==> src/rtl/vexx_pkg.sv <==
package vexx_pkg;
    typedef enum logic [2:0] {
        ST_IDLE   = 3'd0,
        ST_LEAD   = 3'd1,
        ST_SECOND = 3'd2,
        ST_THIRD  = 3'd3,
        ST_LAST   = 3'd4,
        ST_FINISH = 3'd5
    } vx_state_t;

    localparam int          BYTE_W     = 8;
    localparam int          CNT_W      = 2;
    localparam int          MAP_W      = 3;
    localparam int          SPEC_W     = 4;
    localparam logic [7:0]  VEX_MASK   = 8'hFE;
    localparam logic [7:0]  VEX_LONG   = 8'hC4;
    localparam logic [2:0]  MAP_SHORT  = 3'd5;
    localparam logic [1:0]  LEN_SHORT  = 2'd2;
    localparam logic [1:0]  LEN_LONG   = 2'd3;
endpackage

==> src/rtl/vexx_fsm.sv <==
module vexx_fsm
    import vexx_pkg::*;
(
    input  logic              clk,
    input  logic              rst_n,
    input  logic              start,
    input  logic [BYTE_W-1:0] b0,
    input  logic [1:0]        b1_top,
    input  logic [2:0]        b1_rsv,
    input  logic [CNT_W-1:0]  avail,
    input  logic              mode64,
    input  logic              conflict,
    output vx_state_t         state,
    output logic              is_long,
    output logic              ev_legacy,
    output logic              ev_ud,
    output logic              ev_partial,
    output logic              idle,
    output logic              done
);
    vx_state_t state_q, state_d;

    always_ff @(posedge clk) begin
        if (!rst_n) state_q <= ST_IDLE;
        else        state_q <= state_d;
    end

    // Events raised in the current state
    always_comb begin
        is_long    = (b0[0] == 1'b0);
        ev_legacy  = 1'b0;
        ev_ud      = 1'b0;
        ev_partial = 1'b0;
        idle       = 1'b0;
        done       = 1'b0;
        unique case (state_q)
            ST_IDLE:   idle = 1'b1;
            ST_LEAD: begin
                if (avail == '0)                          ev_partial = 1'b1;
                else if ((b0 & VEX_MASK) != VEX_LONG)     ev_legacy  = 1'b1;
            end
            ST_SECOND: begin
                if (avail < CNT_W'(2))                    ev_partial = 1'b1;
                else if (!mode64 && b1_top != 2'b11)      ev_legacy  = 1'b1;
                else if (conflict)                        ev_ud      = 1'b1;
                else if (is_long && b1_rsv != 3'b000)     ev_ud      = 1'b1;
            end
            ST_THIRD: begin
                if (avail < CNT_W'(3))                    ev_partial = 1'b1;
            end
            ST_LAST:   ;
            ST_FINISH: done = 1'b1;
            default:   ;
        endcase
    end

    always_comb begin
        state_d = state_q;
        unique case (state_q)
            ST_IDLE:   if (start) state_d = ST_LEAD;
            ST_LEAD:   state_d = (ev_partial || ev_legacy) ? ST_FINISH : ST_SECOND;
            ST_SECOND: begin
                if (ev_partial || ev_legacy || ev_ud) state_d = ST_FINISH;
                else if (is_long)                     state_d = ST_THIRD;
                else                                  state_d = ST_LAST;
            end
            ST_THIRD:  state_d = ev_partial ? ST_FINISH : ST_LAST;
            ST_LAST:   state_d = ST_FINISH;
            ST_FINISH: state_d = ST_IDLE;
            default:   state_d = ST_IDLE;
        endcase
    end

    assign state = state_q;

    p_done_pulse_r11: assert property (@(posedge clk) disable iff (!rst_n)
        done |=> !done);
    p_lead_from_idle_r11: assert property (@(posedge clk) disable iff (!rst_n)
        (state_q == ST_LEAD) |-> ($past(state_q) == ST_IDLE));
    p_third_only_long_r7: assert property (@(posedge clk) disable iff (!rst_n)
        (state_q == ST_THIRD) |-> is_long);
endmodule

==> src/rtl/vexx_fields.sv <==
module vexx_fields
    import vexx_pkg::*;
(
    input  logic              clk,
    input  logic              rst_n,
    input  vx_state_t         state,
    input  logic              is_long,
    input  logic              ev_legacy,
    input  logic              ev_ud,
    input  logic              ev_partial,
    input  logic              mode64,
    input  logic [BYTE_W-1:0] b1,
    input  logic [BYTE_W-1:0] b2,
    output logic              present,
    output logic              fail_ud,
    output logic              fail_part,
    output logic              r_ext,
    output logic              x_ext,
    output logic              b_ext,
    output logic              w_bit,
    output logic              l_bit,
    output logic [MAP_W-1:0]  map,
    output logic [1:0]        rep,
    output logic              op66,
    output logic [SPEC_W-1:0] spec,
    output logic [CNT_W-1:0]  used
);
    logic [BYTE_W-1:0] last_b;
    logic [1:0]        pp;

    assign last_b = is_long ? b2 : b1;
    assign pp     = last_b[1:0];

    always_ff @(posedge clk) begin
        if (!rst_n || state == ST_LEAD) begin
            present   <= 1'b0;
            fail_ud   <= 1'b0;
            fail_part <= (rst_n && ev_partial);
            r_ext     <= 1'b0;
            x_ext     <= 1'b0;
            b_ext     <= 1'b0;
            w_bit     <= 1'b0;
            l_bit     <= 1'b0;
            map       <= '0;
            rep       <= 2'b00;
            op66      <= 1'b0;
            spec      <= '0;
            used      <= '0;
        end else begin
            unique case (state)
                ST_SECOND: begin
                    if (ev_partial)      fail_part <= 1'b1;
                    else if (ev_ud)      fail_ud   <= 1'b1;
                    else if (!ev_legacy) begin
                        r_ext <= ~b1[7];
                        if (is_long) begin
                            x_ext <= ~b1[6];
                            b_ext <= mode64 & ~b1[5];
                            map   <= {1'b1, b1[1:0]};
                        end else begin
                            map   <= MAP_SHORT;
                        end
                    end
                end
                ST_THIRD: begin
                    if (ev_partial) begin
                        fail_part <= 1'b1;
                        r_ext     <= 1'b0;
                        x_ext     <= 1'b0;
                        b_ext     <= 1'b0;
                        map       <= '0;
                    end else begin
                        w_bit     <= b2[7];
                    end
                end
                ST_LAST: begin
                    present <= 1'b1;
                    l_bit   <= last_b[2];
                    spec    <= last_b[6:3] ^ 4'hF;
                    rep     <= pp[1] ? pp : 2'b00;
                    op66    <= (pp == 2'b01);
                    used    <= is_long ? LEN_LONG : LEN_SHORT;
                end
                default: ;
            endcase
        end
    end

    p_err_exclusive_r10: assert property (@(posedge clk) disable iff (!rst_n)
        (state == ST_FINISH) |-> !(fail_ud && fail_part));
    p_legacy_zero_r1: assert property (@(posedge clk) disable iff (!rst_n)
        (state == ST_FINISH && !present) |-> (used == '0 && spec == '0 && map == '0));
    p_len_r10: assert property (@(posedge clk) disable iff (!rst_n)
        (state == ST_FINISH && present) |-> (used == LEN_SHORT || used == LEN_LONG));
    p_b_32bit_r5: assert property (@(posedge clk) disable iff (!rst_n)
        (state == ST_FINISH && present && !mode64) |-> !b_ext);
    p_short_map_r7: assert property (@(posedge clk) disable iff (!rst_n)
        (state == ST_FINISH && present && used == LEN_SHORT) |-> (map == MAP_SHORT && !x_ext && !w_bit));
    p_present_no_err_r3: assert property (@(posedge clk) disable iff (!rst_n)
        (state == ST_FINISH && present) |-> (!fail_ud && !fail_part));
endmodule

==> src/rtl/vexx_extract.sv <==
module vexx_extract
    import vexx_pkg::*;
(
    input  logic        clk,
    input  logic        rst_n,
    input  logic        start,
    input  logic        mode64,
    input  logic        pfx_66,
    input  logic        pfx_rep,
    input  logic        pfx_rex,
    input  logic [7:0]  op_byte0,
    input  logic [7:0]  op_byte1,
    input  logic [7:0]  op_byte2,
    input  logic [1:0]  bytes_avail,
    output logic        done,
    output logic        vex_present,
    output logic        err_ud,
    output logic        err_partial,
    output logic        ext_r,
    output logic        ext_x,
    output logic        ext_b,
    output logic        vex_w,
    output logic        vex_l,
    output logic [2:0]  map_idx,
    output logic [1:0]  rep_class,
    output logic        imp_66,
    output logic [3:0]  vvvv,
    output logic [1:0]  consumed
);
    logic [BYTE_W-1:0] b0_q, b1_q, b2_q;
    logic [CNT_W-1:0]  avail_q;
    logic              m64_q, conflict_q;
    logic              idle, is_long, ev_legacy, ev_ud, ev_partial;
    vx_state_t         state;

    // Request capture, only while idle
    always_ff @(posedge clk) begin
        if (!rst_n) begin
            b0_q       <= '0;
            b1_q       <= '0;
            b2_q       <= '0;
            avail_q    <= '0;
            m64_q      <= 1'b0;
            conflict_q <= 1'b0;
        end else if (start && idle) begin
            b0_q       <= op_byte0;
            b1_q       <= op_byte1;
            b2_q       <= op_byte2;
            avail_q    <= bytes_avail;
            m64_q      <= mode64;
            conflict_q <= pfx_66 | pfx_rep | pfx_rex;
        end
    end

    vexx_fsm u_fsm (
        .clk        (clk),
        .rst_n      (rst_n),
        .start      (start),
        .b0         (b0_q),
        .b1_top     (b1_q[7:6]),
        .b1_rsv     (b1_q[4:2]),
        .avail      (avail_q),
        .mode64     (m64_q),
        .conflict   (conflict_q),
        .state      (state),
        .is_long    (is_long),
        .ev_legacy  (ev_legacy),
        .ev_ud      (ev_ud),
        .ev_partial (ev_partial),
        .idle       (idle),
        .done       (done)
    );

    vexx_fields u_fields (
        .clk        (clk),
        .rst_n      (rst_n),
        .state      (state),
        .is_long    (is_long),
        .ev_legacy  (ev_legacy),
        .ev_ud      (ev_ud),
        .ev_partial (ev_partial),
        .mode64     (m64_q),
        .b1         (b1_q),
        .b2         (b2_q),
        .present    (vex_present),
        .fail_ud    (err_ud),
        .fail_part  (err_partial),
        .r_ext      (ext_r),
        .x_ext      (ext_x),
        .b_ext      (ext_b),
        .w_bit      (vex_w),
        .l_bit      (vex_l),
        .map        (map_idx),
        .rep        (rep_class),
        .op66       (imp_66),
        .spec       (vvvv),
        .used       (consumed)
    );
endmodule

==> config.mk <==
export PLATFORM = sky130hd
export DESIGN_NAME = vexx_extract
export DESIGN_NICKNAME = d
export VERILOG_FILES = /design/src/rtl/vexx_pkg.sv /design/src/rtl/vexx_fsm.sv /design/src/rtl/vexx_fields.sv /design/src/rtl/vexx_extract.sv
export SDC_FILE = /design/constraint.sdc
export NUM_CORES = 1
export LEC_CHECK = 0
export BUFFER_PORTS_ARGS = -buffer_cell sky130_fd_sc_hd__buf_2
export CAP_MARGIN = 5
export CORE_UTILIZATION = 47
export CTS_CLUSTER_SIZE = 30
export DETAILED_ROUTE_END_ITERATION = 10
export PLACE_DENSITY = 0.81
export RECOVER_POWER = 50
export SYNTH_ARGS = -nofsm -noshare
export SYNTH_HDL_FRONTEND = slang
export SYNTH_SLANG_ARGS = --single-unit
==> constraint.sdc <==
create_clock -name clk -period 1.6 [get_ports clk]
set_clock_uncertainty 0.1 [all_clocks]
set_input_delay 0 -clock clk [delete_from_list [all_inputs] [get_ports clk]]
set_output_delay 0 -clock clk [all_outputs]
set_load 0.03 [all_outputs]
==> results of run 1 <==
-- stage by stage --
step / cells / setup WS, ps / total power [µW] / TNS [ps] / util (%)
detailed placement: 387 / 9.71 / 3390 / 0 / 60.1
floorplan: 272 / 3.74 / 2800 / 0 / -
global placement: 387 / 23.6 / 3340 / 0 / 60.1
global route: 428 / -47.8 / 4540 / -507 / 69.6
finish: 428 / -6.41 / 4270 / -6.41 / 69.6
CTS: 427 / -4.69 / 4220 / -4.69 / 69.6
-- logic make-up after synthesis --
logic type / after synthesis / share of synthesized area [%]
AOI/OAI and AO/OA: 61 / 19.7
buffers and inverters: 22 / 4.27
DFF: 50 / 46.0
muxes: 8 / 3.64
and+or+nand+nor: 131 / 26.4
-- sequential cells by signal, summed over array words and instances, names as in the netlist --
| signal | flops |
|---|---|
| u_fields.rep | 2 |
| m64_q | 1 |
| u_fields.used | 2 |
| u_fields.l_bit | 1 |
| b1_q | 8 |
| u_fields.spec | 4 |
| u_fields.fail_ud | 1 |
| u_fields.fail_part | 1 |
| u_fields.op66 | 1 |
| u_fields.x_ext | 1 |
| avail_q | 2 |
| u_fields.map | 3 |
| conflict_q | 1 |
| b0_q | 8 |
| u_fields.w_bit | 1 |
| b2_q | 8 |
| u_fsm.state | 3 |
| u_fields.b_ext | 1 |
| u_fields.r_ext | 1 |
-- tightest hold or removal path, stage by stage, from the launching register on --
cell	delay (ps)
dfxtp_1	320
inv_1	50
a21oi_1	50
-- layout make-up --
cell class              count  area [µm²]
flip-flops and latches     50        1010
well taps                  52        65.1
repair buffers            113         771
fillers                   370        1340
multi-input cells         200        1110
clock inverters             1        8.76
inverters                   5        18.8
clock buffers               7        86.3
-- placed cells by master, fill, tap and decap left out, types with 4 or more instances in the layout --
master and count:
a21boi_0 18, clkbuf_8 6, mux2i_1 8, buf_2 33
a21boi_1 9, clkbuf_1 21, dlygate4sd3_1 32, inv_1 5
nor2_1 20, nand2_1 80, dfxtp_1 47, nor2b_1 4
nand3_1 4, o21ai_0 7, a21oi_1 9, buf_4 28
nor3_1 4
-- where the power goes --
group / total [µW] / internal, µW / switching, µW
registers: 1690 / 1510 / 182
clock network: 780 / 358 / 422
logic: 1800 / 745 / 1050
total: 4270 / 2610 / 1660
-- routing by layer --
metal | up-vias | routed length (µm) | global-route usage, %
met5 | - | 0 | 0
met4 | 0 | 119 | 9.11
met3 | 10 | 202 | 5.05
met2 | 48 | 2860 | 42.6
met1 | 1026 | 2600 | 28.9
li1 | 1124 | - | -
-- path summary, 6_finish.rpt --
kind	end
worst min register to register	u_fields.map[2]
worst max register to register	u_fields.x_ext
worst max-delay path	u_fields.x_ext
worst min-delay path	u_fields.map[2]
-- timing repair --
item,4_1_cts,5_1_grt
hold endpoints to repair,29,0
pin swaps,0,3
setup buffers,0,1
hold buffers,32,0
endpoints found under the setup margin,1,26
resized for setup,0,8
==> metrics.csv, run 1 <==
metric,value,unit
synthTopCellsByCount,"80 x nand2_1, 49 x dfxtp_1, 20 x nor2_1",
track_usage,24.3,%
syn-num-nets,305,
synth_area_leaders,"dfxtp_1 45%, nand2_1 14%, a21boi_0 6.2%",
run_status,"finished, violations left",
netlist.area_leader.share,44.6,%
end_kind,flip-flop,
synth_edf_count,1,
critPathLaunchType,flip-flop,
path_buf_inv,0,
max_cap_viol_count,0,
final_cell_area,3070,µm²
coreArea,4410,µm²
cp.arrival,1710,ps
place_hpwl,3.72,mm
finalHoldViolCount,0,
finalCriticalPeriod,1610,ps
seq_area_frac_synth,46.0,%
async_reset_ff_share,0,%
cts.htree.levels,2,
yosysUniqueCellTypes,40,
r2r_start,b1_q[2],
drt_iter0_drc,137,
p_leak,0.00124,µW
grt_max_degree,28,
vias,2208,
crit_cells,3,
yosys_register_bits,50,
worstPathRequired,1700,ps
synthFlopType,dfxtp_1,
syn_avg_cell_area,8.08,µm²
viasPerCell,5.16,
cp_top_family,compound AO/OA/AOI/OAI gates,
fp.dieW,70.4,µm
min-delay-path-class,flip-flop to flip-flop,
rsz0062_at_grt,true,
path_cells,or4_4 > o31a_1 > a32o_2,
setup_ws,-6.41,ps
synth_top_cell_by_area,dfxtp_1,
dieArea,4950,µm²
clk_pin_slew,100,ps
fin_crit_sh,100,%
violations,setup timing,
numCtsBuffers,5,
synth.most_common_cell,nand2_1,
critPathLaunch,b1_q[2],
netlist_instances,272,
cts_sinks,50,
routedWlPerCell,13.5,µm
drive_gt1_share,21.3,%
drv_slew,0,
worst_pin_slew,391,ps
grt_pass1_wl,9.44,mm
gp_congestion,0.901,
maxSlewHeadroom,73.9,%
cts_max_path_buffers,2,
cts_tree,built,
yosysWarningCount,0,
routed_wl,5.78,mm
io-pin-count,54,
max_stage_delay,530,ps
portBuffers,53,
drc,0,
diodes,0,
antenna_found_initial,0,
num_rows,24,
firstDrtPassIters,4,
crit_path_top_delay_cell,or4_4,
min-delay-start,u_fields.map[2],
hold_depth,2,
hold-worst-slack,356,ps
overflow,0,
initial_core_util,49.8,%
final_antenna_net_count,0,
dpl_cell_area,2660,µm²
dieHeight,70.4,µm
synth_area,2200,µm²
path_class,flip-flop to flip-flop,
finalSetupViolCount,1,
root_buffer,clkbuf_8,
grt_pass1_vias,2103,
power.density,1390,nW/µm²
r2r_setup_slack,-6,ps
clk_latency,310,ps
critical_path_peak_fanout,3,
clock.fmax,623,MHz
peakVddDrop,0.709,mV
rr_worst_depth,3,
area_delta_synth_final,39.9,%
design.final.nets,408,
No activity file was read; power rests on OpenSTA's default activity.
==> run 2, diff against run 1 <==
CORE_UTILIZATION = 30   (was 47)
PLACE_DENSITY = 0.59   (was 0.81)
==> metrics.csv, run 2 (same netlist as run 1, synthesis figures left out) <==
metric,value,unit
dieHeight,87.6,µm
cts_tree,built,
finalCriticalPeriod,1620,ps
finalHoldViolCount,0,
routed_wl,5.86,mm
violations,setup timing,
root_buffer,clkbuf_8,
critical_path_peak_fanout,3,
portBuffers,53,
coreArea,6940,µm²
vias,2179,
fp.dieW,87.6,µm
maxSlewHeadroom,74.5,%
min-delay-path-class,input port to flip-flop,
grt_pass1_vias,1995,
utilization,45.9,%
rsz0062_at_grt,true,
final_antenna_net_count,0,
gp_congestion,0.836,
final_common_cell,nand2_1,
routedWlPerCell,12.3,µm
end_kind,flip-flop,
diodes,0,
path_cells,or4_4 > o31a_1 > a32o_2,
grt_pass1_wl,9.36,mm
worstPathRequired,1710,ps
design.final.nets,413,
firstDrtPassIters,4,
drive_gt1_share,23.1,%
critPathLaunchType,flip-flop,
viasPerCell,4.57,
drt_iter0_drc,97,
num_rows,30,
cp.arrival,1720,ps
peakVddDrop,0.675,mV
drc,0,
antenna_found_initial,0,
dpl_cell_area,2750,µm²
power.density,1410,nW/µm²
finalSetupTns,-16.3,ps
run_status,"finished, violations left",
p_leak,0.00128,µW
place_hpwl,4.17,mm
reg.largest.list,"b0_q (8), b1_q (8), b2_q (8)",
layout_common_cells,"80 x nand2_1, 46 x dfxtp_1, 33 x buf_2, 33 x buf_4, 31 x dlygate4sd3_1",
numCtsBuffers,5,
path_class,flip-flop to flip-flop,
cts_max_path_buffers,2,
dieArea,7670,µm²
fin_crit_sh,101,%
final_cell_area,3190,µm²
max_stage_delay,530,ps
area_delta_synth_final,45.0,%
clk_pin_slew,100,ps
cts.htree.levels,2,
initial_core_util,31.6,%
drv_slew,0,
overflow,0,
io-pin-count,54,
crit_path_top_delay_cell,or4_4,
clock.fmax,619,MHz
clk_latency,310,ps
max_cap_viol_count,0,
setup_ws,-16.3,ps
fillers,714,
finalSetupViolCount,1,
cts_sinks,50,
track_usage,15.9,%
grt_max_degree,26,
worst_pin_slew,384,ps
-- run 2: worst paths after layout --
check	from	depth (start not counted)	to	slack, ps
worst max-delay path	b1_q[2]	3	u_fields.x_ext	-20
worst min-delay path	start	4	u_fsm.state[0]	20
worst max register to register	b1_q[2]	3	u_fields.x_ext	-20
worst min register to register	u_fields.map[2]	2	u_fields.map[2]	350
-- run 2: area by class of cell --
cell class / count / area (µm²) / share of cell area [%]
multi-input combinational: 200 / 1110 / 34.9
inverter: 5 / 18.8 / 0.589
sequential: 50 / 1010 / 31.9
clock buffer: 5 / 68.8 / 2.16
tap: 96 / 120 / 3.77
clock inverter: 3 / 47.5 / 1.49
timing repair buffer: 118 / 803 / 25.2
-- run 2: critical path: cells and delay by family (launching register included) --
kind | cells | cell delay [ps]
simple gates | 1 | 530
compound gates | 2 | 560
flops | 1 | 330
-- run 2: power by group --
group	switching [µW]	total [µW]	internal, µW
combinational	1050	1860	810
clock	461	939	478
sequential	194	1700	1510
-- run 2: repair_timing --
item | in CTS | in global routing
resized for setup | 0 | 9
buffers inserted | 0 | 2
pin swaps | 0 | 2
hold endpoints to repair | 28 | 0
hold buffers | 31 | 0
endpoints found under the setup margin | 4 | 32
-- run 2: routing by layer --
layer | vias up | share of wire (%) | track usage (%)
met5 | - | 0 | 0
met4 | 0 | 1.3 | 4.47
met3 | 7 | 3.9 | 2.73
met2 | 47 | 47 | 26.6
met1 | 988 | 48 | 21.1
li1 | 1137 | - | -
-- run 2: stage by stage --
step,std cells,power (µW),hold slack (ps),worst slack [ps]
after floorplan,272,2800,34.8,3.74
after global placement,436,3480,148,18.9
after detailed placement,436,3490,148,0.0637
after CTS,475,4480,16.5,-15.3
after global routing,477,4810,38.4,-56.2
final,477,4500,15.6,-16.3
